[config.mk]
export PLATFORM = sky130hd
export DESIGN_NAME = ninebit_packer
export DESIGN_NICKNAME = d
export VERILOG_FILES = /design/src/rtl/nbp_pkg.sv /design/src/rtl/nbp_cmd_guard.sv /design/src/rtl/nbp_assembler.sv /design/src/rtl/nbp_emitter.sv /design/src/rtl/ninebit_packer.sv
export SDC_FILE = /design/constraint.sdc
export NUM_CORES = 1
export LEC_CHECK = 0
export BUFFER_PORTS_ARGS = -buffer_cell sky130_fd_sc_hd__buf_4
export CORE_ASPECT_RATIO = 1.25
export CORE_MARGIN = 2
export CORE_UTILIZATION = 35
export DETAILED_ROUTE_END_ITERATION = 10
export GPL_TIMING_DRIVEN = 1
export PLACE_DENSITY = 0.49
export SLEW_MARGIN = 20
export SYNTH_ARGS = -nofsm -noshare
export SYNTH_HDL_FRONTEND = slang
export SYNTH_HIERARCHICAL = 1
export SYNTH_SLANG_ARGS = --single-unit
[constraint.sdc]
create_clock -name clk -period 2.3 [get_ports clk]
set_input_delay 0.575 -clock clk [delete_from_list [all_inputs] [get_ports clk]]
set_output_delay 0.575 -clock clk [all_outputs]
set_load 0.01 [all_outputs]
[src/rtl/nbp_pkg.sv]
package nbp_pkg;

   typedef enum logic {
      NBP_CMD  = 1'b0,
      NBP_DATA = 1'b1
   } nbp_kind_e;

   // bytes leaving the block for one packed group of words
   function automatic int unsigned nbp_block_bytes(input int unsigned wpb,
                                                   input int unsigned dw);
      return (wpb * (dw + 1)) / dw;
   endfunction

endpackage

[src/rtl/nbp_cmd_guard.sv]
module nbp_cmd_guard
   import nbp_pkg::*;
(
   input  logic      clk,
   input  logic      rst_n,
   input  logic      beat_fire,
   input  nbp_kind_e beat_kind,
   input  logic      beat_last,
   output logic      drop,
   output logic      err
);

   logic open_q;   // inside a command request that already had a beat
   logic err_q;

   assign drop = (beat_kind == NBP_CMD) && (open_q || !beat_last);
   assign err  = err_q;

   always_ff @(posedge clk or negedge rst_n) begin
      if (!rst_n) begin
         open_q <= 1'b0;
         err_q  <= 1'b0;
      end else begin
         err_q <= beat_fire && drop;
         if (beat_fire && (beat_kind == NBP_CMD))
            open_q <= !beat_last;
      end
   end

   // an over-long request must always be reported the cycle after a dropped beat
   assert_err_pulse_R6 : assert property (@(posedge clk) disable iff (!rst_n)
      (beat_fire && (beat_kind == NBP_CMD) && !beat_last) |=> err);

endmodule

[src/rtl/nbp_assembler.sv]
module nbp_assembler
   import nbp_pkg::*;
#(
   parameter int unsigned DW      = 8,
   parameter int unsigned WPB     = 8,
   parameter bit          SWAP_EN = 1'b1,
   localparam int unsigned WW = DW + 1,
   localparam int unsigned BW = WPB * WW
) (
   input  logic          clk,
   input  logic          rst_n,
   input  logic          swap_mode,
   input  logic          beat_fire,
   input  logic [DW-1:0] beat_byte,
   input  nbp_kind_e     beat_kind,
   input  logic          beat_last,
   input  logic          drop,
   output logic          beat_ready,
   output logic          blk_valid,
   output logic [BW-1:0] blk_bits,
   input  logic          blk_take
);

   localparam int unsigned CW = $clog2(WPB + 1);
   localparam int unsigned IW = $clog2(WPB);

   logic [WW-1:0] slot_q [WPB];
   logic [CW-1:0] cnt_q;
   logic          full_q;
   logic          pend_q;
   logic [DW-1:0] pend_byte_q;
   logic [IW-1:0] wr_idx;
   logic [IW-1:0] base_idx;
   logic          wr_data;
   logic          wr_cmd;
   logic          run_closes;

   assign base_idx   = cnt_q[IW-1:0];
   assign wr_data    = beat_fire && (beat_kind == NBP_DATA);
   assign wr_cmd     = beat_fire && (beat_kind == NBP_CMD) && !drop;
   assign run_closes = beat_last || (cnt_q == CW'(WPB - 1));
   assign beat_ready = !full_q && !pend_q;
   assign blk_valid  = full_q;

   // slot choice: pair exchange variant or straight fill
   generate
      if (SWAP_EN) begin : g_swap
         logic lone_tail;
         assign lone_tail = beat_last && !base_idx[0];
         assign wr_idx = (swap_mode && !lone_tail) ? (base_idx ^ IW'(1)) : base_idx;
      end else begin : g_straight
         logic unused_swap;
         assign unused_swap = swap_mode;
         assign wr_idx = base_idx;
      end
   endgenerate

   // word k sits at the top end of the block, first on the wire
   generate
      for (genvar k = 0; k < WPB; k++) begin : g_flat
         assign blk_bits[BW-1-k*WW -: WW] = slot_q[k];
      end
   endgenerate

   always_ff @(posedge clk or negedge rst_n) begin
      if (!rst_n) begin
         for (int k = 0; k < WPB; k++) slot_q[k] <= '0;
         cnt_q       <= '0;
         full_q      <= 1'b0;
         pend_q      <= 1'b0;
         pend_byte_q <= '0;
      end else if (blk_take) begin
         for (int k = 0; k < WPB; k++) slot_q[k] <= '0;
         cnt_q  <= '0;
         full_q <= 1'b0;
         if (pend_q) begin
            slot_q[WPB-1] <= {1'b0, pend_byte_q};
            full_q        <= 1'b1;
            pend_q        <= 1'b0;
         end
      end else if (wr_data) begin
         slot_q[wr_idx] <= {1'b1, beat_byte};
         cnt_q          <= cnt_q + CW'(1);
         if (run_closes) full_q <= 1'b1;
      end else if (wr_cmd) begin
         full_q <= 1'b1;
         if (cnt_q == '0) begin
            slot_q[WPB-1] <= {1'b0, beat_byte};
         end else begin
            pend_q      <= 1'b1;
            pend_byte_q <= beat_byte;
         end
      end
   end

   assert_cnt_bound_R4 : assert property (@(posedge clk) disable iff (!rst_n)
      cnt_q <= CW'(WPB));

   assert_take_full_R7 : assert property (@(posedge clk) disable iff (!rst_n)
      blk_take |-> full_q);

   assert_drop_inert_R6 : assert property (@(posedge clk) disable iff (!rst_n)
      (beat_fire && drop) |=> ($stable(cnt_q) && $stable(full_q) && !pend_q));

endmodule

[src/rtl/nbp_emitter.sv]
module nbp_emitter
   import nbp_pkg::*;
#(
   parameter int unsigned DW  = 8,
   parameter int unsigned WPB = 8,
   localparam int unsigned BW = WPB * (DW + 1),
   localparam int unsigned NB = nbp_block_bytes(WPB, DW),
   localparam int unsigned IW = $clog2(NB)
) (
   input  logic          clk,
   input  logic          rst_n,
   input  logic          blk_valid,
   input  logic [BW-1:0] blk_bits,
   output logic          blk_take,
   output logic          out_valid,
   input  logic          out_ready,
   output logic [DW-1:0] out_byte,
   output logic          out_last
);

   logic [BW-1:0] sh_q;
   logic [IW-1:0] idx_q;
   logic          busy_q;
   logic          fire;

   assign out_valid = busy_q;
   assign out_byte  = sh_q[BW-1 -: DW];
   assign out_last  = busy_q && (idx_q == IW'(NB - 1));
   assign fire      = out_valid && out_ready;
   assign blk_take  = blk_valid && (!busy_q || (fire && out_last));

   always_ff @(posedge clk or negedge rst_n) begin
      if (!rst_n) begin
         sh_q   <= '0;
         idx_q  <= '0;
         busy_q <= 1'b0;
      end else if (blk_take) begin
         sh_q   <= blk_bits;
         idx_q  <= '0;
         busy_q <= 1'b1;
      end else if (fire) begin
         sh_q  <= sh_q << DW;
         idx_q <= idx_q + IW'(1);
         if (out_last) busy_q <= 1'b0;
      end
   end

   assert_hold_R9 : assert property (@(posedge clk) disable iff (!rst_n)
      (out_valid && !out_ready) |=> (out_valid && $stable(out_byte) && $stable(out_last)));

   assert_last_valid_R8 : assert property (@(posedge clk) disable iff (!rst_n)
      out_last |-> out_valid);

endmodule

[src/rtl/ninebit_packer.sv]
module ninebit_packer
   import nbp_pkg::*;
#(
   parameter int unsigned DW      = 8,
   parameter int unsigned WPB     = 8,
   parameter bit          SWAP_EN = 1'b1
) (
   input  logic          clk,
   input  logic          rst_n,
   input  logic          swap16,
   input  logic          in_valid,
   output logic          in_ready,
   input  logic [DW-1:0] in_byte,
   input  logic          in_is_data,
   input  logic          in_last,
   output logic          out_valid,
   input  logic          out_ready,
   output logic [DW-1:0] out_byte,
   output logic          out_last,
   output logic          cmd_err
);

   localparam int unsigned BW = WPB * (DW + 1);

   generate
      if ((BW % DW) != 0) begin : g_bad_ratio
         $error("block of words must fill whole output bytes");
      end
      if (SWAP_EN && ((WPB % 2) != 0)) begin : g_bad_pairs
         $error("pair exchange needs an even word count per block");
      end
      if (WPB < 2) begin : g_bad_wpb
         $error("at least two words per block are required");
      end
   endgenerate

   nbp_kind_e     kind;
   logic          beat_fire;
   logic          drop;
   logic          asm_ready;
   logic          blk_valid;
   logic          blk_take;
   logic [BW-1:0] blk_bits;

   assign kind      = in_is_data ? NBP_DATA : NBP_CMD;
   assign in_ready  = asm_ready;
   assign beat_fire = in_valid && asm_ready;

   nbp_cmd_guard u_guard (
      .clk       (clk),
      .rst_n     (rst_n),
      .beat_fire (beat_fire),
      .beat_kind (kind),
      .beat_last (in_last),
      .drop      (drop),
      .err       (cmd_err)
   );

   nbp_assembler #(
      .DW      (DW),
      .WPB     (WPB),
      .SWAP_EN (SWAP_EN)
   ) u_asm (
      .clk        (clk),
      .rst_n      (rst_n),
      .swap_mode  (swap16),
      .beat_fire  (beat_fire),
      .beat_byte  (in_byte),
      .beat_kind  (kind),
      .beat_last  (in_last),
      .drop       (drop),
      .beat_ready (asm_ready),
      .blk_valid  (blk_valid),
      .blk_bits   (blk_bits),
      .blk_take   (blk_take)
   );

   nbp_emitter #(
      .DW  (DW),
      .WPB (WPB)
   ) u_emit (
      .clk       (clk),
      .rst_n     (rst_n),
      .blk_valid (blk_valid),
      .blk_bits  (blk_bits),
      .blk_take  (blk_take),
      .out_valid (out_valid),
      .out_ready (out_ready),
      .out_byte  (out_byte),
      .out_last  (out_last)
   );

endmodule

# ---- After elaboration in Yosys (flattened, before gate mapping)
# Index checks and enable logic that the tools add are counted.
# Widths: inputs -> output; s select.
dict set report classes {
  n_addsub 2
  n_mul 0
  div_mod_pow 0
  order_cmp 2
  eq_ne 5
  shift 0
  muxes 29
  n_bitwise 6
  n_reduce_logical 36
}
# cell n
set op_table {}
lappend op_table {{$mux 72} 3}
lappend op_table {{$bwmux 72} 1}
lappend op_table {{$mux 63} 1}
lappend op_table {{$mux 9} 4}
lappend op_table {{$demux 9 s3} 1}
lappend op_table {{$mux 4} 4}
lappend op_table {{$logic_and 1x1->1} 14}
lappend op_table {{$mux 1} 14}
lappend op_table {{$add 4x1->4 const B} 2}
lappend op_table {{$mux 8} 1}
lappend op_table {{$reduce_bool 2->1} 4}
lappend op_table {{$logic_not 1->1} 7}
lappend op_table {{$reduce_and 2->1} 3}
lappend op_table {{$reduce_bool 3->1} 2}
lappend op_table {{$not 1->1} 5}
lappend op_table {{$eq 4x3->1 const B} 1}
lappend op_table {{$eq 4x4->1 const B} 1}
lappend op_table {{$ge 4x4->1 const B} 1}
lappend op_table {{$logic_not 4->1} 1}
lappend op_table {{$lt 4x1->1 const B} 1}
lappend op_table {{$ne 2x2->1 const B} 2}
lappend op_table {{$not 3->4} 1}
lappend op_table {{$reduce_and 4->1} 1}
lappend op_table {{$logic_or 1x1->1} 3}
lappend op_table {{2 further kinds} 2}
dict set report totals {
  reg_bits 165
  latch_bits 0
  mem_bits_rw 0
  romBits 0
  input_bits 15
  output_inout_bits 12
  elab_cells 97
  memories 0
}

# ---- Logic depth before layout (Yosys ltp)
# Gate-level depths: netlist (run 1).
dict set report logic_depth {
  depth_word 13
  depth_mapped 11
  mapped_depth_nobuf 9
}

# ---- By module
# Netlist (run 1), hierarchy kept.
# mod instances cells_per_inst area_each_um2 seq_area_each_um2
set by_module_without_submodules {}
lappend by_module_without_submodules {nbp_emitter 1 612 5619.1 1926.8}
lappend by_module_without_submodules {nbp_assembler 1 263 3520.9 2152.1}
lappend by_module_without_submodules {nbp_cmd_guard 1 8 91.3 50.0}
lappend by_module_without_submodules {ninebit_packer 1 1 6.3 0.0}

# ---- Worst setup path before layout (run 1)
# OpenSTA, ideal clock, no wires.
dict set report synth_path {
  kind {register to register}
  start {reg u_emit.busy_q, in the netlist u_emit/out_valid}
  end {reg u_asm.pend_byte_q[0]}
  setup_ps 125
  arrival_time_ps 2390
  required_time_ps 2175
  path_slack_ps -215
  stages_incl_launch_ff 11
  n_path_buf 5
  synth_period_minus_slack_ps 2515
  path_cell_list {dfrtp_1 -> buf_2 -> buf_2 -> buf_1 -> o21ai_1 -> and2_1 -> buf_2 -> a211oi_2 -> and3_1 -> buf_4 -> mux2_2}
}
dict set report synth_via {
  elab_chain_len 6
  word_cells_on_any_way 8
  classes_between {1 x bitwise; 7 x reduce/logical}
}
# item line
set synth_rtl {}
lappend synth_rtl {{start: declaration} nbp_emitter.sv:23} ;# logic busy_q;
lappend synth_rtl {{start signal: assignment} nbp_emitter.sv:36} ;# busy_q <= 1'b0;
lappend synth_rtl {{start signal: assignment} nbp_emitter.sv:40} ;# busy_q <= 1'b1;
lappend synth_rtl {{start signal: assignment} nbp_emitter.sv:44} ;# if (out_last) busy_q <= 1'b0;
lappend synth_rtl {{$logic_and 1x1->1, on equally long branches} {nbp_emitter.sv:29, nbp_emitter.sv:28}}
lappend synth_rtl {{$logic_and 1x1->1} nbp_emitter.sv:30} ;# assign blk_take = blk_valid && (!busy_q || (fire && out_last));
lappend synth_rtl {{$logic_or 1x1->1 (*)} nbp_emitter.sv:30}
lappend synth_rtl {{$logic_and 1x1->1 (*)} nbp_emitter.sv:30}
lappend synth_rtl {{net blk_take} ninebit_packer.sv:42} ;# logic blk_take;
lappend synth_rtl {{$not 1->1 (no source line) (*)} --}
lappend synth_rtl {{$reduce_and 4->1 (no source line) (*)} --}
lappend synth_rtl {{end signal: assignment} nbp_assembler.sv:91} ;# pend_byte_q <= beat_byte;
lappend synth_rtl {{end: declaration} nbp_assembler.sv:31} ;# logic [DW-1:0] pend_byte_q;
# The timed path passes the listed nets; every way through them passes the cells marked *.
# A chain may end at the register's enable or synchronous reset.

# ---- Worst setup path after layout (run 1)
dict set report layout_path {
  start {reg u_emit.idx_q[0]}
  end {reg u_asm.slot_q (netlist bit u_asm/blk_bits[7])}
}
dict set report layout_via {
  elab_chain_len 7
  word_cells_on_any_way 9
  classes_between {1 x eq/ne; 1 x mux; 7 x reduce/logical}
}
# item line
set layout_rtl {}
lappend layout_rtl {{start: declaration} nbp_emitter.sv:22} ;# logic [IW-1:0] idx_q;
lappend layout_rtl {{start signal: assignment} nbp_emitter.sv:43} ;# idx_q <= idx_q + IW'(1);
lappend layout_rtl {{$eq 4x4->1 (*)} nbp_emitter.sv:28} ;# assign out_last = busy_q && (idx_q == IW'(NB - 1));
lappend layout_rtl {{$logic_and 1x1->1 (*)} nbp_emitter.sv:28}
lappend layout_rtl {{$logic_and 1x1->1 (*)} nbp_emitter.sv:30}
lappend layout_rtl {{$logic_or 1x1->1 (*)} nbp_emitter.sv:30}
lappend layout_rtl {{$logic_and 1x1->1 (*)} nbp_emitter.sv:30}
lappend layout_rtl {{net blk_take} ninebit_packer.sv:42}
lappend layout_rtl {{$reduce_bool 3->1 (no source line)} --}
lappend layout_rtl {{$reduce_and 2->1 (no source line)} --}
lappend layout_rtl {{end signal: indexed assignment} nbp_assembler.sv:77} ;# slot_q[WPB-1] <= {1'b0, pend_byte_q};
lappend layout_rtl {{end signal: indexed assignment} nbp_assembler.sv:82} ;# slot_q[wr_idx] <= {1'b1, beat_byte};
lappend layout_rtl {{end signal: indexed assignment} nbp_assembler.sv:88} ;# slot_q[WPB-1] <= {1'b0, beat_byte};
lappend layout_rtl {{end: declaration} nbp_assembler.sv:27} ;# logic [WW-1:0] slot_q [WPB];
# Marks and branches as above.

==> results_tabular.tex, run 1 <==
\begin{tabular}{lr}
\hline
Metric & Value \\
\hline
\multicolumn{2}{l}{\textbf{Run status}} \\
Run status & complete, no violations \\
\multicolumn{2}{l}{\textbf{Logic synthesis}} \\
Mapped cell area & 9240 um2 \\
Gate count of the mapped netlist & 884 \\
Share of the synthesized area in the top cell type & 0.447 \\
Number of warnings issued by yosys & 6 \\
Yosys top cell by area & dfrtp\_1 \\
Number of nets produced by synthesis & 903 \\
Main synth FF type & dfrtp\_1 \\
Cells taking the most area after synthesis & dfrtp\_1 45\%, mux2i\_1 7.2\%, o311a\_1 6.1\%, a22o\_1 5.3\%, nor3b\_1 4.6\% \\
Async set-reset flop share out of synthesis & 1.00 \\
Seq cells post-synth & 165 \\
Yosys cell types & 54 \\
Count of flip-flops with a built-in enable after synthesis & 0 \\
Sequential-to-total area share from yosys stat & 0.447 \\
Mean instance size in the synthesized netlist & 10.4 um2 \\
\multicolumn{2}{l}{\textbf{Drt}} \\
Final routed wire length divided by cell count & 22.3 um \\
Detailed Route Iter0 Violations & 595 \\
Routed Wire Length & 27.4 mm \\
TritonRoute pass-1 iters & 5 \\
Vias after detailed routing & 7,363 \\
Antenna Nets Post-Route & 0 \\
Number of vias per cell & 6.01 \\
DRC Markers & 0 \\
\multicolumn{2}{l}{\textbf{Worst setup path}} \\
Worst r2r src & u\_emit/idx\_q[0]\$\_DFFE\_PN0P\_ \\
FF-to-FF path depth & 9 \\
Worst-path maximum fanout & 9 \\
Type of destination of the critical path & flip-flop \\
Startpoint types & flip-flop \\
Worst path arrival time & 2.52 ns \\
Reg-to-reg setup timing slack & 0.1 ns \\
Required time of the critical path & 2.62 ns \\
Reg-to-Reg End & u\_asm/blk\_bits[7]\$\_DFFE\_PN0P\_ \\
Category of the critical setup timing path & flip-flop to flip-flop \\
Start point of the critical path & u\_emit/idx\_q[0]\$\_DFFE\_PN0P\_ \\
\multicolumn{2}{l}{\textbf{Die}} \\
Initial core utilization & 0.355 \\
Y dimension of the die & 186 um \\
Floorplan die width & 149 um \\
Die area & 27,700 um2 \\
Count of pins on the block boundary & 27 \\
Placeable core area & 26,000 um2 \\
Row count & 66 \\
\multicolumn{2}{l}{\textbf{Place}} \\
Placer's final routability congestion estimate & 0.787 \\
Post-placement cell area & 9860 um2 \\
Worst Setup Slack post-DPL & 0.0287 ns \\
Quantity of I/O buffers inserted on ports & 26 \\
Post-DP HPWL & 16.4 mm \\
\multicolumn{2}{l}{\textbf{Power}} \\
Leakage Power & 4.21 nW \\
Power per cell area & 816 nW/um2 \\
Highest ir drop seen on vdd & 0.542 mV \\
Power, Total & 0.00853 W \\
\multicolumn{2}{l}{\textbf{CTS}} \\
H-tree Lvls & 4 \\
Clock input transition at the sequential cells of the worst setup and hold paths & 0.07 ns \\
Cts bufs inserted & 17 \\
Clock insertion delay at the later pin of the skew report & 0.44 ns \\
TritonCTS clock tree & done \\
Clock sinks & 165 \\
CTS max path bufs & 2 \\
Clock root buffer & clkbuf\_16 \\
\multicolumn{2}{l}{\textbf{Worst hold path}} \\
Type of the worst min-delay path & input port to asynchronous set/reset pin \\
\multicolumn{2}{l}{\textbf{GRT}} \\
Vias in the first global route & 7,194 \\
Total global routing track utilization & 0.205 \\
Remaining Overflow, GRT & 0 \\
Global-route wire length before repair & 43.7 mm \\
Number of antenna violations at the first check in global routing & 0 \\
Largest net degree at the start of global routing & 102 \\
\multicolumn{2}{l}{\textbf{Timing}} \\
Fin. max-slew vios & 0 \\
Period Utilization, post-route & 0.958 \\
Number of failing setup endpoints in the final timing report & 0 \\
Setup ws final & 0.0972 ns \\
Clock skew & 0.0118 ns \\
Minimum period implied by the final worst setup slack & 2.20 ns \\
Fmax achieved & 454 MHz \\
Slew at the pin closest to its max-slew limit & 0.982 ns \\
Final-report hold violation count & 0 \\
Tightest slew margin relative to the limit & 0.344 \\
\multicolumn{2}{l}{\textbf{Cells and area}} \\
Net count of the finished layout & 893 \\
Commonest non-fill, non-tap cells in the layout & 163 x dfrtp\_1, 66 x mux2i\_1, 61 x o21ai\_0, 58 x buf\_4, 58 x or3\_1 \\
Antenna diode instance count & 0 \\
Area taken by flip-flops and latches & 4140 um2 \\
Post-route cell area & 10,500 um2 \\
Fraction of final layout cells sized beyond drive strength 1 & 0.161 \\
Area growth, synth to finish & 13.2\% \\
Multi-input combinational cell area & 4560 um2 \\
Most common cell after layout, fill and taps aside & dfrtp\_1 \\
Count of filler cells inserted in the layout & 2,568 \\
\multicolumn{2}{l}{\textbf{Run}} \\
Number of max-capacitance violations reported & 0 \\
\hline
\end{tabular}
[metal layers]
metal | global-route usage | up-vias | part of all wire
li1 | - | 3402 | -
met1 | 0.278 | 3774 | 0.45
met2 | 0.337 | 161 | 0.50
met3 | 0.0306 | 26 | 0.030
met4 | 0.0678 | 0 | 0.023
met5 | 0 | - | 0
[critical path: stages (launching register included)]
cell      delay (ns)
dfrtp_1         0.37
inv_1           0.06
ha_1            0.15
nand3b_1        0.15
o21ai_2         0.17
and2_4          0.18
and3b_2         0.23
a211oi_4        0.29
buf_12          0.17
mux2_2          0.33
[worst max path at each step]
| stage | to | slack, ns | depth (start not counted) |
|---|---|---|---|
| final | u_asm/blk_bits[7]$_DFFE_PN0P_ | 0.1 | 9 |
| after global routing | u_asm/blk_bits[6]$_DFFE_PN0P_ | -0.01 | 9 |
| after CTS | u_asm/blk_bits[6]$_DFFE_PN0P_ | 0.07 | 9 |
| after detailed placement | u_asm/blk_bits[6]$_DFFE_PN0P_ | 0.03 | 8 |
| after global placement | u_asm/blk_bits[1]$_DFFE_PN0P_ | 0.04 | 8 |
| after floorplan | u_asm/blk_bits[1]$_DFFE_PN0P_ | -0.03 | 9 |
[report_power, final]
part           total [W]  switching (W)  internal, W
logic            0.00197       0.000999     0.000967
registers        0.00367       0.000381      0.00329
clock network    0.00289        0.00127      0.00161
[cell usage after synthesis, types with 3 or more instances]
master      n
o21ai_0    61
a211o_1     8
a221o_1     8
nor3_4      3
clkbuf_1   37
o221ai_1    8
a21oi_1    10
and2_1      5
mux2_2     16
nor2_1     39
o311a_1    56
a31oi_1     6
nand2_1    10
buf_2      22
a22o_1     56
mux2i_1    66
inv_1      18
or3_1      58
a21oi_2     4
o22ai_1    57
buf_6       6
a32o_1      8
a211oi_1    9
nor3_1     18
nor3b_1    56
buf_4      18
nand3_1     5
dfrtp_1   165
buf_1      17
ha_1        4
[sequential cells by signal, summed over array words and instances, names as in the netlist]
name,cells
u_asm/pend_q,1
u_guard/open_q,1
u_asm/blk_bits,72
u_emit/idx_q,4
u_emit/sh_q,72
u_asm/pend_byte_q,8
u_asm/cnt_q,4
u_guard/err,1
u_emit/out_valid,1
u_asm/blk_valid,1
[layout make-up]
class	instances	share of cell area
inverters	18	0.00646
clock inverters	13	0.0144
multi-input cells	601	0.436
clock buffers	18	0.0411
repair buffers	71	0.0657
well taps	340	0.0407
flip-flops and latches	165	0.396
[per-stage QoR]
stage / util / hold slack, ns / instances / setup TNS [ns]
after floorplan: - / 0.279 / 884 / -0.258
after global placement: 0.379 / 0.512 / 1195 / 0
after detailed placement: 0.379 / 0.519 / 1195 / 0
after CTS: 0.401 / 0.0587 / 1226 / 0
after global routing: 0.402 / 0.0690 / 1226 / -0.0537
final: 0.402 / 0.0513 / 1226 / 0
[cells by family after synthesis]
family                   share of synthesized area
buffers and inverters                       0.0631
AO/OA/AOI/OAI                                0.248
multiplexers                                0.0910
XOR/XNOR                                   0.00284
adder cells (fa/ha/maj)                    0.00542
flip-flops                                   0.447
AND/OR/NAND/NOR                              0.142
[repair_timing]
action / CTS / global route
setup endpoints to repair: 0 / 16
setup buffers: 0 / 0
hold buffers: 0 / 0
gates resized for setup: 0 / 4
Power figures use the tool's default switching activity.
==> run 2, diff against run 1 <==
--- a/config.mk
+++ b/config.mk
@@ -12,6 +12,7 @@
 export DETAILED_ROUTE_END_ITERATION = 10
 export GPL_TIMING_DRIVEN = 1
 export PLACE_DENSITY = 0.49
+export RECOVER_POWER = 50
 export SLEW_MARGIN = 20
 export SYNTH_ARGS = -nofsm -noshare
 export SYNTH_HDL_FRONTEND = slang
==> results_tabular.tex, run 2 (synthesis gave the netlist of run 1 again) <==
\begin{tabular}{lr}
\hline
Metric & Value \\
\hline
\multicolumn{2}{l}{\textbf{Cells and area}} \\
Antenna diode instance count & 0 \\
Area growth, synth to finish & 12.9\% \\
Net count of the finished layout & 893 \\
Commonest non-fill, non-tap cells in the layout & 163 x dfrtp\_1, 66 x mux2i\_1, 61 x o21ai\_0, 58 x or3\_1 \\
Count of filler cells inserted in the layout & 2,570 \\
Number of standard cells in the layout, taps in and fillers out & 1,226 \\
Most common cell after layout, fill and taps aside & dfrtp\_1 \\
Fraction of final layout cells sized beyond drive strength 1 & 0.161 \\
\multicolumn{2}{l}{\textbf{Timing}} \\
Minimum period implied by the final worst setup slack & 2.20 ns \\
Final-report hold violation count & 0 \\
Clock skew & 0.0150 ns \\
Fmax achieved & 454 MHz \\
Period Utilization, post-route & 0.957 \\
Setup ws final & 0.0980 ns \\
Tightest slew margin relative to the limit & 0.248 \\
Fin. max-slew vios & 0 \\
Slew at the pin closest to its max-slew limit & 1.13 ns \\
Number of failing setup endpoints in the final timing report & 0 \\
\multicolumn{2}{l}{\textbf{CTS}} \\
Cts bufs inserted & 17 \\
Clock insertion delay at the later pin of the skew report & 0.44 ns \\
H-tree Lvls & 4 \\
TritonCTS clock tree & done \\
CTS max path bufs & 2 \\
Clock root buffer & clkbuf\_16 \\
\# Post-CTS Setup Buffers & 0 \\
Clock input transition at the sequential cells of the worst setup and hold paths & 0.07 ns \\
Clock sinks & 165 \\
\multicolumn{2}{l}{\textbf{Drt}} \\
Routed Wire Length & 27.4 mm \\
Detailed Route Iter0 Violations & 561 \\
Vias after detailed routing & 7,339 \\
TritonRoute pass-1 iters & 5 \\
Antenna Nets Post-Route & 0 \\
Number of vias per cell & 5.99 \\
DRC Markers & 0 \\
Final routed wire length divided by cell count & 22.3 um \\
\multicolumn{2}{l}{\textbf{Worst setup path}} \\
CP delay by family, top & simple AND/OR/NAND/NOR gates \\
Required time of the critical path & 2.62 ns \\
Startpoint types & flip-flop \\
Critical path's slowest cell & dfrtp\_1 \\
Worst-path maximum fanout & 9 \\
Longest individual stage delay on the worst path & 0.37 ns \\
Category of the critical setup timing path & flip-flop to flip-flop \\
Chain of cells forming the critical path & inv\_1 -> ha\_1 -> nand3b\_1 -> o21ai\_2 -> and2\_4 -> and3b\_2 -> a211oi\_4 -> buf\_12 -> mux2\_2 \\
Worst path arrival time & 2.52 ns \\
Type of destination of the critical path & flip-flop \\
Number of buffer and inverter stages on the critical path & 2 \\
\multicolumn{2}{l}{\textbf{Die}} \\
Die area & 27,700 um2 \\
Row count & 66 \\
Floorplan die width & 149 um \\
Y dimension of the die & 186 um \\
Initial core utilization & 0.355 \\
Count of pins on the block boundary & 27 \\
Placeable core area & 26,000 um2 \\
\multicolumn{2}{l}{\textbf{Run}} \\
Number of max-capacitance violations reported & 0 \\
\multicolumn{2}{l}{\textbf{Power}} \\
Power, Total & 0.00853 W \\
Highest ir drop seen on vdd & 0.542 mV \\
Power per cell area & 817 nW/um2 \\
Leakage Power & 4.20 nW \\
\multicolumn{2}{l}{\textbf{Place}} \\
Placed cell count & 1,195 \\
Post-DP HPWL & 16.4 mm \\
Placer's final routability congestion estimate & 0.787 \\
Quantity of I/O buffers inserted on ports & 26 \\
Worst Setup Slack post-DPL & 0.0287 ns \\
\multicolumn{2}{l}{\textbf{GRT}} \\
Global-route wire length before repair & 43.7 mm \\
Number of antenna violations at the first check in global routing & 0 \\
Total global routing track utilization & 0.205 \\
Remaining Overflow, GRT & 0 \\
Largest net degree at the start of global routing & 102 \\
Vias in the first global route & 7,194 \\
\multicolumn{2}{l}{\textbf{Run status}} \\
Run status & complete, no violations \\
\multicolumn{2}{l}{\textbf{Worst hold path}} \\
Type of the worst min-delay path & input port to asynchronous set/reset pin \\
\hline
\end{tabular}
run 2: cell types whose count changed in the layout (fill, tap and decap cells not counted), sizes merged:
cell,delta
buf,-3
clkbuf,+3
run 2: worst paths after layout:
kind	slack, ns	start	cells after the start	end
max	0.1	u_emit/idx_q[0]$_DFFE_PN0P_	9	u_asm/blk_bits[6]$_DFFE_PN0P_
min in group clk	0.38	in_last	2	u_guard/open_q$_DFFE_PN0P_
min reg2reg	0.53	u_guard/open_q$_DFFE_PN0P_	2	u_guard/open_q$_DFFE_PN0P_
min	0.34	rst_n	1	u_emit/sh_q[14]$_DFFE_PN0P_
max in group asynchronous	0.40	rst_n	2	u_asm/blk_bits[40]$_DFFE_PN0P_
max reg2reg	0.1	u_emit/idx_q[0]$_DFFE_PN0P_	9	u_asm/blk_bits[6]$_DFFE_PN0P_
run 2: routing by layer:
layer	wire [um]	track usage
met1	12200	0.278
met2	13600	0.337
met3	927	0.0306
met4	610	0.0678
met5	0	0
run 2: per-stage QoR:
stage	TNS [ns]	cell area [um2]	util	hold WS [ns]
after floorplan	-0.258	9270	-	0.279
after global placement	0	9860	0.379	0.512
after detailed placement	0	9860	0.379	0.519
after CTS	0	10400	0.401	0.0587
after global routing	-0.0537	10400	0.401	0.366
final	0	10400	0.401	0.337
run 2: area by class of cell:
cell class | count | area, um2 | share of cell area
inverter | 18 | 67.6 | 0.00648
multi-input combinational | 601 | 4560 | 0.437
clock buffer | 18 | 429 | 0.0412
sequential | 165 | 4140 | 0.397
timing repair buffer | 71 | 663 | 0.0636
tap | 340 | 425 | 0.0408
clock inverter | 13 | 150 | 0.0144
run 2: what timing repair did:
item                       in CTS  in global routing
setup endpoints to repair       0                 16
hold endpoints to repair        0                  0
gates resized for setup         0                  4
hold buffers                    0                  0
run 2: worst reg2reg max path, stage by stage (launching register included):
cell      delay (ns)
dfrtp_1         0.37
inv_1           0.06
ha_1            0.15
nand3b_1        0.15
o21ai_2         0.18
and2_4          0.18
and3b_2         0.23
a211oi_4        0.28
buf_12          0.17
mux2_2          0.33
run 2: report_power, final:
part / total [W] / switching (W) / internal (W)
sequential: 0.00367 / 0.000380 / 0.00329
clock: 0.00289 / 0.00128 / 0.00161
combinational: 0.00196 / 0.000999 / 0.000962
